<file path="config.mk">
export PLATFORM = sky130hd
export DESIGN_NAME = pkt_post_office
export DESIGN_NICKNAME = d
export VERILOG_FILES = /design/src/rtl/pkt_post_office.sv
export SDC_FILE = /design/constraint.sdc
export NUM_CORES = 1
export LEC_CHECK = 0
export ABC_AREA = 1
export BUFFER_PORTS_ARGS = -buffer_cell sky130_fd_sc_hd__buf_2
export CORE_MARGIN = 2
export CORE_UTILIZATION = 50
export CTS_CLUSTER_DIAMETER = 30
export DETAILED_ROUTE_END_ITERATION = 7
export PLACE_DENSITY_LB_ADDON = 0.08
export RECOVER_POWER = 25
export SETUP_SLACK_MARGIN = 0.15
export SLEW_MARGIN = 20
export SYNTH_ARGS = -nofsm -noshare
export SYNTH_HDL_FRONTEND = slang
export SYNTH_SLANG_ARGS = --single-unit
</file>
<file path="constraint.sdc">
create_clock -name clk -period 5.25 [get_ports clk]
set_input_delay 0.2625 -clock clk [delete_from_list [all_inputs] [get_ports clk]]
set_output_delay 0.2625 -clock clk [all_outputs]
set_load 0.03 [all_outputs]
</file>
<file path="src/rtl/pkt_post_office.sv">
module pkt_post_office #(
  parameter int FRAME_BITS = 3,
  parameter int SUB_BITS   = 2,
  parameter int QDEPTH     = 2,
  parameter logic [4:0] MY_BOARD = 5'd3
) (
  input  logic                  clk,
  input  logic                  rst_n,
  input  logic                  cmd_valid,
  input  logic [3:0]            cmd_op,
  input  logic [2:0]            cmd_port,
  input  logic [FRAME_BITS-1:0] cmd_frame,
  input  logic [SUB_BITS-1:0]   cmd_sub,
  input  logic [33:0]           cmd_wdata,
  input  logic [4:0]            cmd_board,
  input  logic                  cmd_nack,
  output logic                  cmd_ready,
  output logic                  cmd_fail,
  output logic [FRAME_BITS-1:0] rd_frame,
  output logic [33:0]           rd_data,
  output logic                  tx_pending,
  output logic [FRAME_BITS-1:0] tx_frame
);
  localparam int FB = FRAME_BITS;
  localparam int AB = FRAME_BITS + SUB_BITS;
  localparam int NFRAMES = 1 << FB;
  localparam int NWORDS = 1 << AB;
  localparam int PW = $clog2(QDEPTH);
  localparam int QW = $clog2(QDEPTH + 1);
  localparam logic [3:0] OP_CLAIM = 4'd1, OP_WRITE = 4'd2, OP_POST = 4'd3,
    OP_ONESHOT = 4'd4, OP_TAKE = 4'd5, OP_RELEASE = 4'd7,
    OP_WRITE_AT = 4'd8, OP_RX_POST = 4'd9, OP_TX_DONE = 4'd10, OP_GRAB = 4'd11;

  logic [33:0]    mem [NWORDS];
  logic [FB-1:0]  fstk [NFRAMES];
  logic [FB:0]    fcnt;
  logic [FB-1:0]  temp;
  logic           sel;
  logic [FB-1:0]  qm [7][QDEPTH];
  logic [PW-1:0]  qh [7];
  logic [PW-1:0]  qt [7];
  logic [QW-1:0]  qc [7];

  logic [QW-1:0] cnt_a, cnt_b;
  logic act, free_empty, go, need_free, fail, push_v, pop_v, fs_pop, fs_push, mem_we;
  logic [2:0] aq, rq, pidx, dq, push_q, pop_q;
  logic [FB-1:0] free_top, push_d, fs_d;
  logic [AB-1:0] mem_a;
  logic [33:0] mem_d, hdr, w_temp, w_rx;

  assign cnt_a = qc[5];
  assign cnt_b = qc[6];
  assign act = sel ? !(cnt_b == '0 && cnt_a != '0) : (cnt_a == '0 && cnt_b != '0);
  assign aq = act ? 3'd6 : 3'd5;
  assign rq = act ? 3'd5 : 3'd6;
  assign tx_pending = qc[aq] != '0;
  assign tx_frame = qm[aq][qh[aq]];
  assign free_empty = fcnt == '0;
  assign free_top = fstk[fcnt[FB-1:0] - 1'b1];
  assign pidx = (cmd_port > 3'd4) ? 3'd0 : cmd_port;
  assign w_temp = mem[{temp, {SUB_BITS{1'b0}}}];
  assign w_rx = mem[{cmd_frame, {SUB_BITS{1'b0}}}];
  assign hdr = (cmd_op == OP_ONESHOT) ? cmd_wdata : (cmd_op == OP_RX_POST) ? w_rx : w_temp;
  assign dq = (cmd_op != OP_RX_POST && hdr[25:21] != MY_BOARD) ? aq :
              (hdr[30:26] == 5'd0) ? {1'b0, hdr[32:31]} : 3'd4;
  assign rd_frame = (cmd_op == OP_TAKE) ? qm[pidx][qh[pidx]] : free_top;
  assign rd_data = mem[{cmd_frame, cmd_sub}];

  always_comb begin
    need_free = 1'b0; fail = 1'b0;
    push_v = 1'b0; push_q = 3'd0; push_d = '0;
    pop_v = 1'b0; pop_q = 3'd0;
    fs_pop = 1'b0; fs_push = 1'b0; fs_d = '0;
    mem_we = 1'b0; mem_a = '0; mem_d = '0;
    case (cmd_op)
      OP_CLAIM: begin
        need_free = 1'b1; fs_pop = 1'b1;
        mem_we = 1'b1; mem_a = {free_top, cmd_sub}; mem_d = cmd_wdata;
      end
      OP_WRITE: begin
        mem_we = 1'b1; mem_a = {temp, cmd_sub}; mem_d = cmd_wdata;
      end
      OP_POST: begin
        push_v = 1'b1; push_q = dq; push_d = temp;
      end
      OP_ONESHOT: begin
        need_free = 1'b1; fs_pop = 1'b1;
        mem_we = 1'b1; mem_a = {free_top, {SUB_BITS{1'b0}}}; mem_d = cmd_wdata;
        push_v = 1'b1; push_q = dq; push_d = free_top;
      end
      OP_TAKE: begin
        fail = cmd_port > 3'd4 || qc[pidx] == '0;
        pop_v = 1'b1; pop_q = pidx;
      end
      OP_RELEASE: begin
        fs_push = 1'b1; fs_d = cmd_frame;
      end
      OP_WRITE_AT: begin
        mem_we = 1'b1; mem_a = {cmd_frame, cmd_sub}; mem_d = cmd_wdata;
      end
      OP_RX_POST: begin
        mem_we = 1'b1; mem_a = {cmd_frame, {SUB_BITS{1'b0}}};
        mem_d = {w_rx[33:26], cmd_board, w_rx[20:0]};
        push_v = 1'b1; push_q = dq; push_d = cmd_frame;
      end
      OP_TX_DONE: begin
        fail = !tx_pending;
        pop_v = 1'b1; pop_q = aq;
        if (cmd_nack) begin
          push_v = 1'b1; push_q = rq; push_d = tx_frame;
        end else begin
          fs_push = 1'b1; fs_d = tx_frame;
        end
      end
      OP_GRAB: begin
        need_free = 1'b1; fs_pop = 1'b1;
      end
      default: ;
    endcase
    if (need_free && free_empty) fail = 1'b1;
  end

  assign cmd_ready = !(push_v && qc[push_q] == QW'(QDEPTH));
  assign cmd_fail = cmd_valid && fail;
  assign go = cmd_valid && cmd_ready && !fail;

  for (genvar q = 0; q < 7; q++) begin : g_q
    logic push, pop;
    assign push = go && push_v && push_q == 3'(q);
    assign pop = go && pop_v && pop_q == 3'(q);
    always_ff @(posedge clk or negedge rst_n)
      if (!rst_n) begin
        qh[q] <= '0; qt[q] <= '0; qc[q] <= '0;
      end else begin
        if (push) qt[q] <= qt[q] + 1'b1;
        if (pop) qh[q] <= qh[q] + 1'b1;
        qc[q] <= qc[q] + QW'(push) - QW'(pop);
      end
    always_ff @(posedge clk)
      if (push) qm[q][qt[q]] <= push_d;
  end

  always_ff @(posedge clk or negedge rst_n)
    if (!rst_n) begin
      for (int i = 0; i < NFRAMES; i++) fstk[i] <= FB'(i);
      fcnt <= (FB+1)'(NFRAMES);
      temp <= '0;
      sel <= 1'b0;
    end else begin
      sel <= act;
      if (go && fs_pop) fcnt <= fcnt - 1'b1;
      if (go && fs_push) begin
        fstk[fcnt[FB-1:0]] <= fs_d;
        fcnt <= fcnt + 1'b1;
      end
      if (go && cmd_op == OP_CLAIM) temp <= free_top;
    end

  always_ff @(posedge clk)
    if (go && mem_we) mem[mem_a] <= mem_d;
endmodule

</file>
==> flow_results.org <==
** Status
- Run status :: finished with violations
- Violated checks :: capacitance limit, slew limit

** Timing
- Setup repair after global routing left no endpoint under its margin.
- Dividing the final minimum period by the clock period gives 90.6%.
- Post-Route Skew :: 0.0647 ns
- The final-report max-slew violation count came to 422.
- Final-report setup violation count :: 0
- The worst pin sits at a relative slew slack of -167%.
- Setup slack on the critical path of the routed design comes to 0.494 ns.
- The number of endpoints with negative hold slack in the final report is 0.
- Setup total negative slack on the finished layout was measured at 0 ns.
- Fmax :: 210 MHz
- Final hold analysis gives a worst-case slack of 0.104 ns.
- At the pin with the least slew margin, the transition time is 3.97 ns.
- Min Clock Period, post-route :: 4.76 ns

** Synth
- Mux contribution to synthesized area :: 0%
- In the synthesized netlist, the number of instances is 4374.
- Fraction of the mapped netlist area in simple logic gates :: 11.6%
- The synthesized design contains 1190 register bits.
- Post-Syn Nets :: 4448
- Count of distinct cell types in the synthesized netlist :: 43
- Summing the areas of all compound-gate instances in the mapped netlist gives 14.2% of the synthesized area.
- Largest family of logic cells by synthesized area :: compound AO/OA/AOI/OAI gates
- During synthesis, Yosys emitted a total of 0 warnings.
- Each instance of the synthesized netlist takes up on average 11.6 µm².
- Post-Synth XOR/XNOR Area :: 0.327%
- Post-synthesis share of cell area spent on full adders, half adders and majority gates :: 0.482%
- Share of the yosys chip area belonging to registers :: 69.6%
- In this run the cell area of the synthesized design comes to 0.0509 mm².

** Cells and area
- The finished cells cover 0.0623 mm².
- For this run, the share of the core covered by cells in the final layout is 61.5%.
- Total Nets Final :: 4634
- Share of cells above drive strength 1 :: 14.8%
- The finished layout holds 6146 standard cells, fillers aside.
- From synthesis to final layout, the design area changed by 22.4%.

** Detailed routing
- For this block, the via count after detailed routing is 38069.
- The pre-antenna-repair detailed-routing pass consisted of 5 iterations.
- Drc violations :: 0
- Total Wirelength :: 171000 µm
- In this run, the number of DRC markers left after iteration 0 of detailed routing was 4476.
- Using the TritonRoute via totals, the vias-per-cell ratio works out to 6.19.
- After detailed routing, the average wire length per cell comes to 27.9 µm.
- Once detail routing completed, the nets flagged for antenna violations numbered 0.

** Power and ir drop
- P_sw :: 7.31 mW
- The design draws 29.2 mW.
- Power share of the sequential group :: 36.9%
- Net switching is 25.0% of the power.
- Part of the power in the clock network :: 54.1%
- Reported leakage power :: 22.0 nW
- The share of total power dissipated in combinational logic is 9.1%.
- The worst-case IR drop observed on VDD is 0.320 mV.
- Internal power component :: 21.9 mW
- In this run the power density over the cells is 469 mW/mm².

** Placed design
- Placed instance area :: 0.0537 mm²
- The congestion estimate from routability-driven global placement came to 0.905.
- Setup slack after placement :: 0.391 ns
- Counting tap cells, the placed design contains a total of 5678 instances.
- Summed over all nets, the half-perimeter wirelength after detailed placement is 102000 µm.
- Number of I/O port buffers :: 97

** Global route
- Maximum number of pins on one net before global-route repair :: 192
- First-pass GRT wire length :: 250000 µm
- Via count of the first global-routing pass :: 36564
- Overall routing resource usage :: 32.7%
- Antenna violations before repair :: 3
- The total overflow left after global routing is 0.

** Worst setup path
- Along the worst path, the maximum fanout reaches 22.
- The worst setup path is captured at a flop.
- Crit start category :: flop
- Data arrival time of the worst path :: 5.24 ns
- STA puts the critical path data required time at 5.74 ns.
- Crit Path Class :: flop to flop

** Die
- Die outline area :: 0.104 mm²
- Floorplan Core Area :: 0.101 mm²
- Row Count :: 117
- Die X :: 323 µm
- 98 I/O pins were placed.
- Vertical die dimension :: 323 µm
- Initial Util :: 50.3%

** CTS
- Clock slew seen by the registers of the worst setup and hold paths :: 0.05 ns
- The clock drives 1190 sinks.
- H-Tree Level Count :: 4
- Clock latency on the worst-skew pair, taken at its later pin, is 0.84 ns.
- In this run the post-CTS setup repair buffer count came out at 0.
- Buffers inserted during clock tree synthesis total 241.
- The tree is rooted in a sky130_fd_sc_hd__clkbuf_16.
- The longest clock path from root to sink contains 3 buffers.
- TritonCTS built the clock tree.

** Job
- Max-cap viol count :: 14

** Worst hold path
- The tightest min-delay check is of the input port to flop type.
## logic make-up (layout without fill, tap and decap cells)
family	count (synthesis)	count (layout)
DFF	1190	1190
adders and majority gates	19	19
other	0	4
and+or+nand+nor	1456	1456
buffers and inverters	498	898
xor gates and xnor gates	19	19
AOI/OAI and AO/OA	1192	1192
## worst max-delay path, stage by stage, from the launching register on
cell and delay [ns]:
sky130_fd_sc_hd__dfrtp_1 0.74, sky130_fd_sc_hd__inv_2 0.25, sky130_fd_sc_hd__nand3_1 0.14, sky130_fd_sc_hd__nand2_1 0.06, sky130_fd_sc_hd__nand2_1 0.06, sky130_fd_sc_hd__nand2_1 0.05
sky130_fd_sc_hd__nor2_1 0.08, sky130_fd_sc_hd__nand3_1 0.11, sky130_fd_sc_hd__nand3_1 0.17, sky130_fd_sc_hd__nand3_1 0.10, sky130_fd_sc_hd__nand2_1 0.09, sky130_fd_sc_hd__nand3_1 0.11
sky130_fd_sc_hd__nand2_2 0.17, sky130_fd_sc_hd__nand2_2 0.10, sky130_fd_sc_hd__nor2_1 0.10, sky130_fd_sc_hd__nor2_1 0.05, sky130_fd_sc_hd__nand2_1 0.08, sky130_fd_sc_hd__nand2_1 0.10
sky130_fd_sc_hd__a21oi_4 0.30, sky130_fd_sc_hd__nand3_1 0.21, sky130_fd_sc_hd__nor2_4 0.92, sky130_fd_sc_hd__buf_4 0.41
## timing repair
| item | 4_1_cts | 5_1_grt |
|---|---|---|
| hold buffers | 6 | 0 |
| endpoints found under the setup margin | 0 | 1 |
| resized for setup | 0 | 2 |
| endpoints found under the hold margin | 67 | 0 |
## layer usage
| layer | part of all wire [%] | vias to the layer above | track usage, % |
|---|---|---|---|
| li1 | - | 16661 | - |
| met1 | 40 | 19031 | 44.8 |
| met2 | 47 | 2002 | 51.2 |
| met3 | 8.5 | 373 | 6.04 |
| met4 | 4.5 | 2 | 14.5 |
| met5 | 0.0076 | - | 0 |
## flip-flops by register name, summed over array words and instances (netlist names)
signal and count:
cnt_a 2, temp 3, sel 1, fcnt 4, qh 7, qc 10, mem 1088, cnt_b 2
qt 7, qm 42, fstk 24
## power by group through the flow
stage          combinational, mW  clock (mW)  sequential [mW]
2_1_floorplan               1.61           0             10.9
3_3_place_gp                2.62           0             10.9
3_5_place_dp                2.61           0             10.9
4_1_cts                     2.63        15.9             10.8
5_1_grt                     2.85        16.4             10.8
6_report                    2.64        15.8             10.8
## final cells by class
cell class	count	area, µm²
Fill cell	8109	39000
Sequential cell	1190	35500
Multi-Input combinational cell	2686	13800
Clock buffer	276	6220
Clock inverter	181	2360
Timing Repair Buffer	254	1980
Tap cell	1368	1710
Inverter	187	734
Antenna cell	4	10.0
## cells in the final DEF (no fill, tap or decap), types with 42 or more instances in the layout
master,count
sky130_fd_sc_hd__inv_1,171
sky130_fd_sc_hd__nor2_1,772
sky130_fd_sc_hd__clkbuf_16,243
sky130_fd_sc_hd__dfrtp_1,46
sky130_fd_sc_hd__nand3_1,167
sky130_fd_sc_hd__o22ai_1,89
sky130_fd_sc_hd__nand2_1,398
sky130_fd_sc_hd__a21oi_1,70
sky130_fd_sc_hd__clkinv_2,45
sky130_fd_sc_hd__buf_4,110
sky130_fd_sc_hd__o21ai_0,696
sky130_fd_sc_hd__o221ai_1,212
sky130_fd_sc_hd__edfxtp_1,1130
sky130_fd_sc_hd__clkbuf_1,50
sky130_fd_sc_hd__nand4_1,64
sky130_fd_sc_hd__buf_2,90
sky130_fd_sc_hd__bufinv_16,42
## synthesized netlist by cell type (all sizes together)
cell | instances | share of area, %
buf | 31 | 0.32
nand4 | 64 | 0.79
o31ai | 2 | 0.029
nand3 | 174 | 1.7
edfxtp | 1130 | 67
xor2 | 9 | 0.15
inv | 184 | 1.4
o32ai | 9 | 0.15
dfstp | 13 | 0.67
fa | 1 | 0.039
a21oi | 71 | 0.71
a41oi | 1 | 0.017
a32o | 12 | 0.24
a221o | 2 | 0.039
ha | 18 | 0.44
nor3 | 9 | 0.098
o2111ai | 1 | 0.017
dfrtp | 47 | 2.3
nand2 | 402 | 3.0
o211ai | 13 | 0.19
o311ai | 1 | 0.017
o221a | 1 | 0.022
a22o | 7 | 0.12
o22ai | 89 | 1.1
o221ai | 212 | 3.6
a31oi | 41 | 0.50
clkbuf | 280 | 2.1
xnor2 | 10 | 0.17
a32oi | 31 | 0.53
o21ai | 699 | 6.9
nor2 | 807 | 6.0
clkinv | 3 | 0.022
## path summary, 6_finish.rpt
| check | cells past startpoint | endpoint | slack (ns) | from |
|---|---|---|---|---|
| min in group asynchronous | 3 | qc[7] | 1.28 | rst_n |
| worst min register to register | 2 | fstk[11] | 0.47 | fstk[11] |
| max in group asynchronous | 3 | temp[2] | 1.79 | rst_n |
| worst max-delay path | 21 | mem[3][19] | 0.49 | temp[1] |
| worst min-delay path | 8 | temp[2] | 0.10 | cmd_op[2] |
| worst max register to register | 21 | mem[3][19] | 0.49 | temp[1] |
Power figures use the tool's default switching activity.
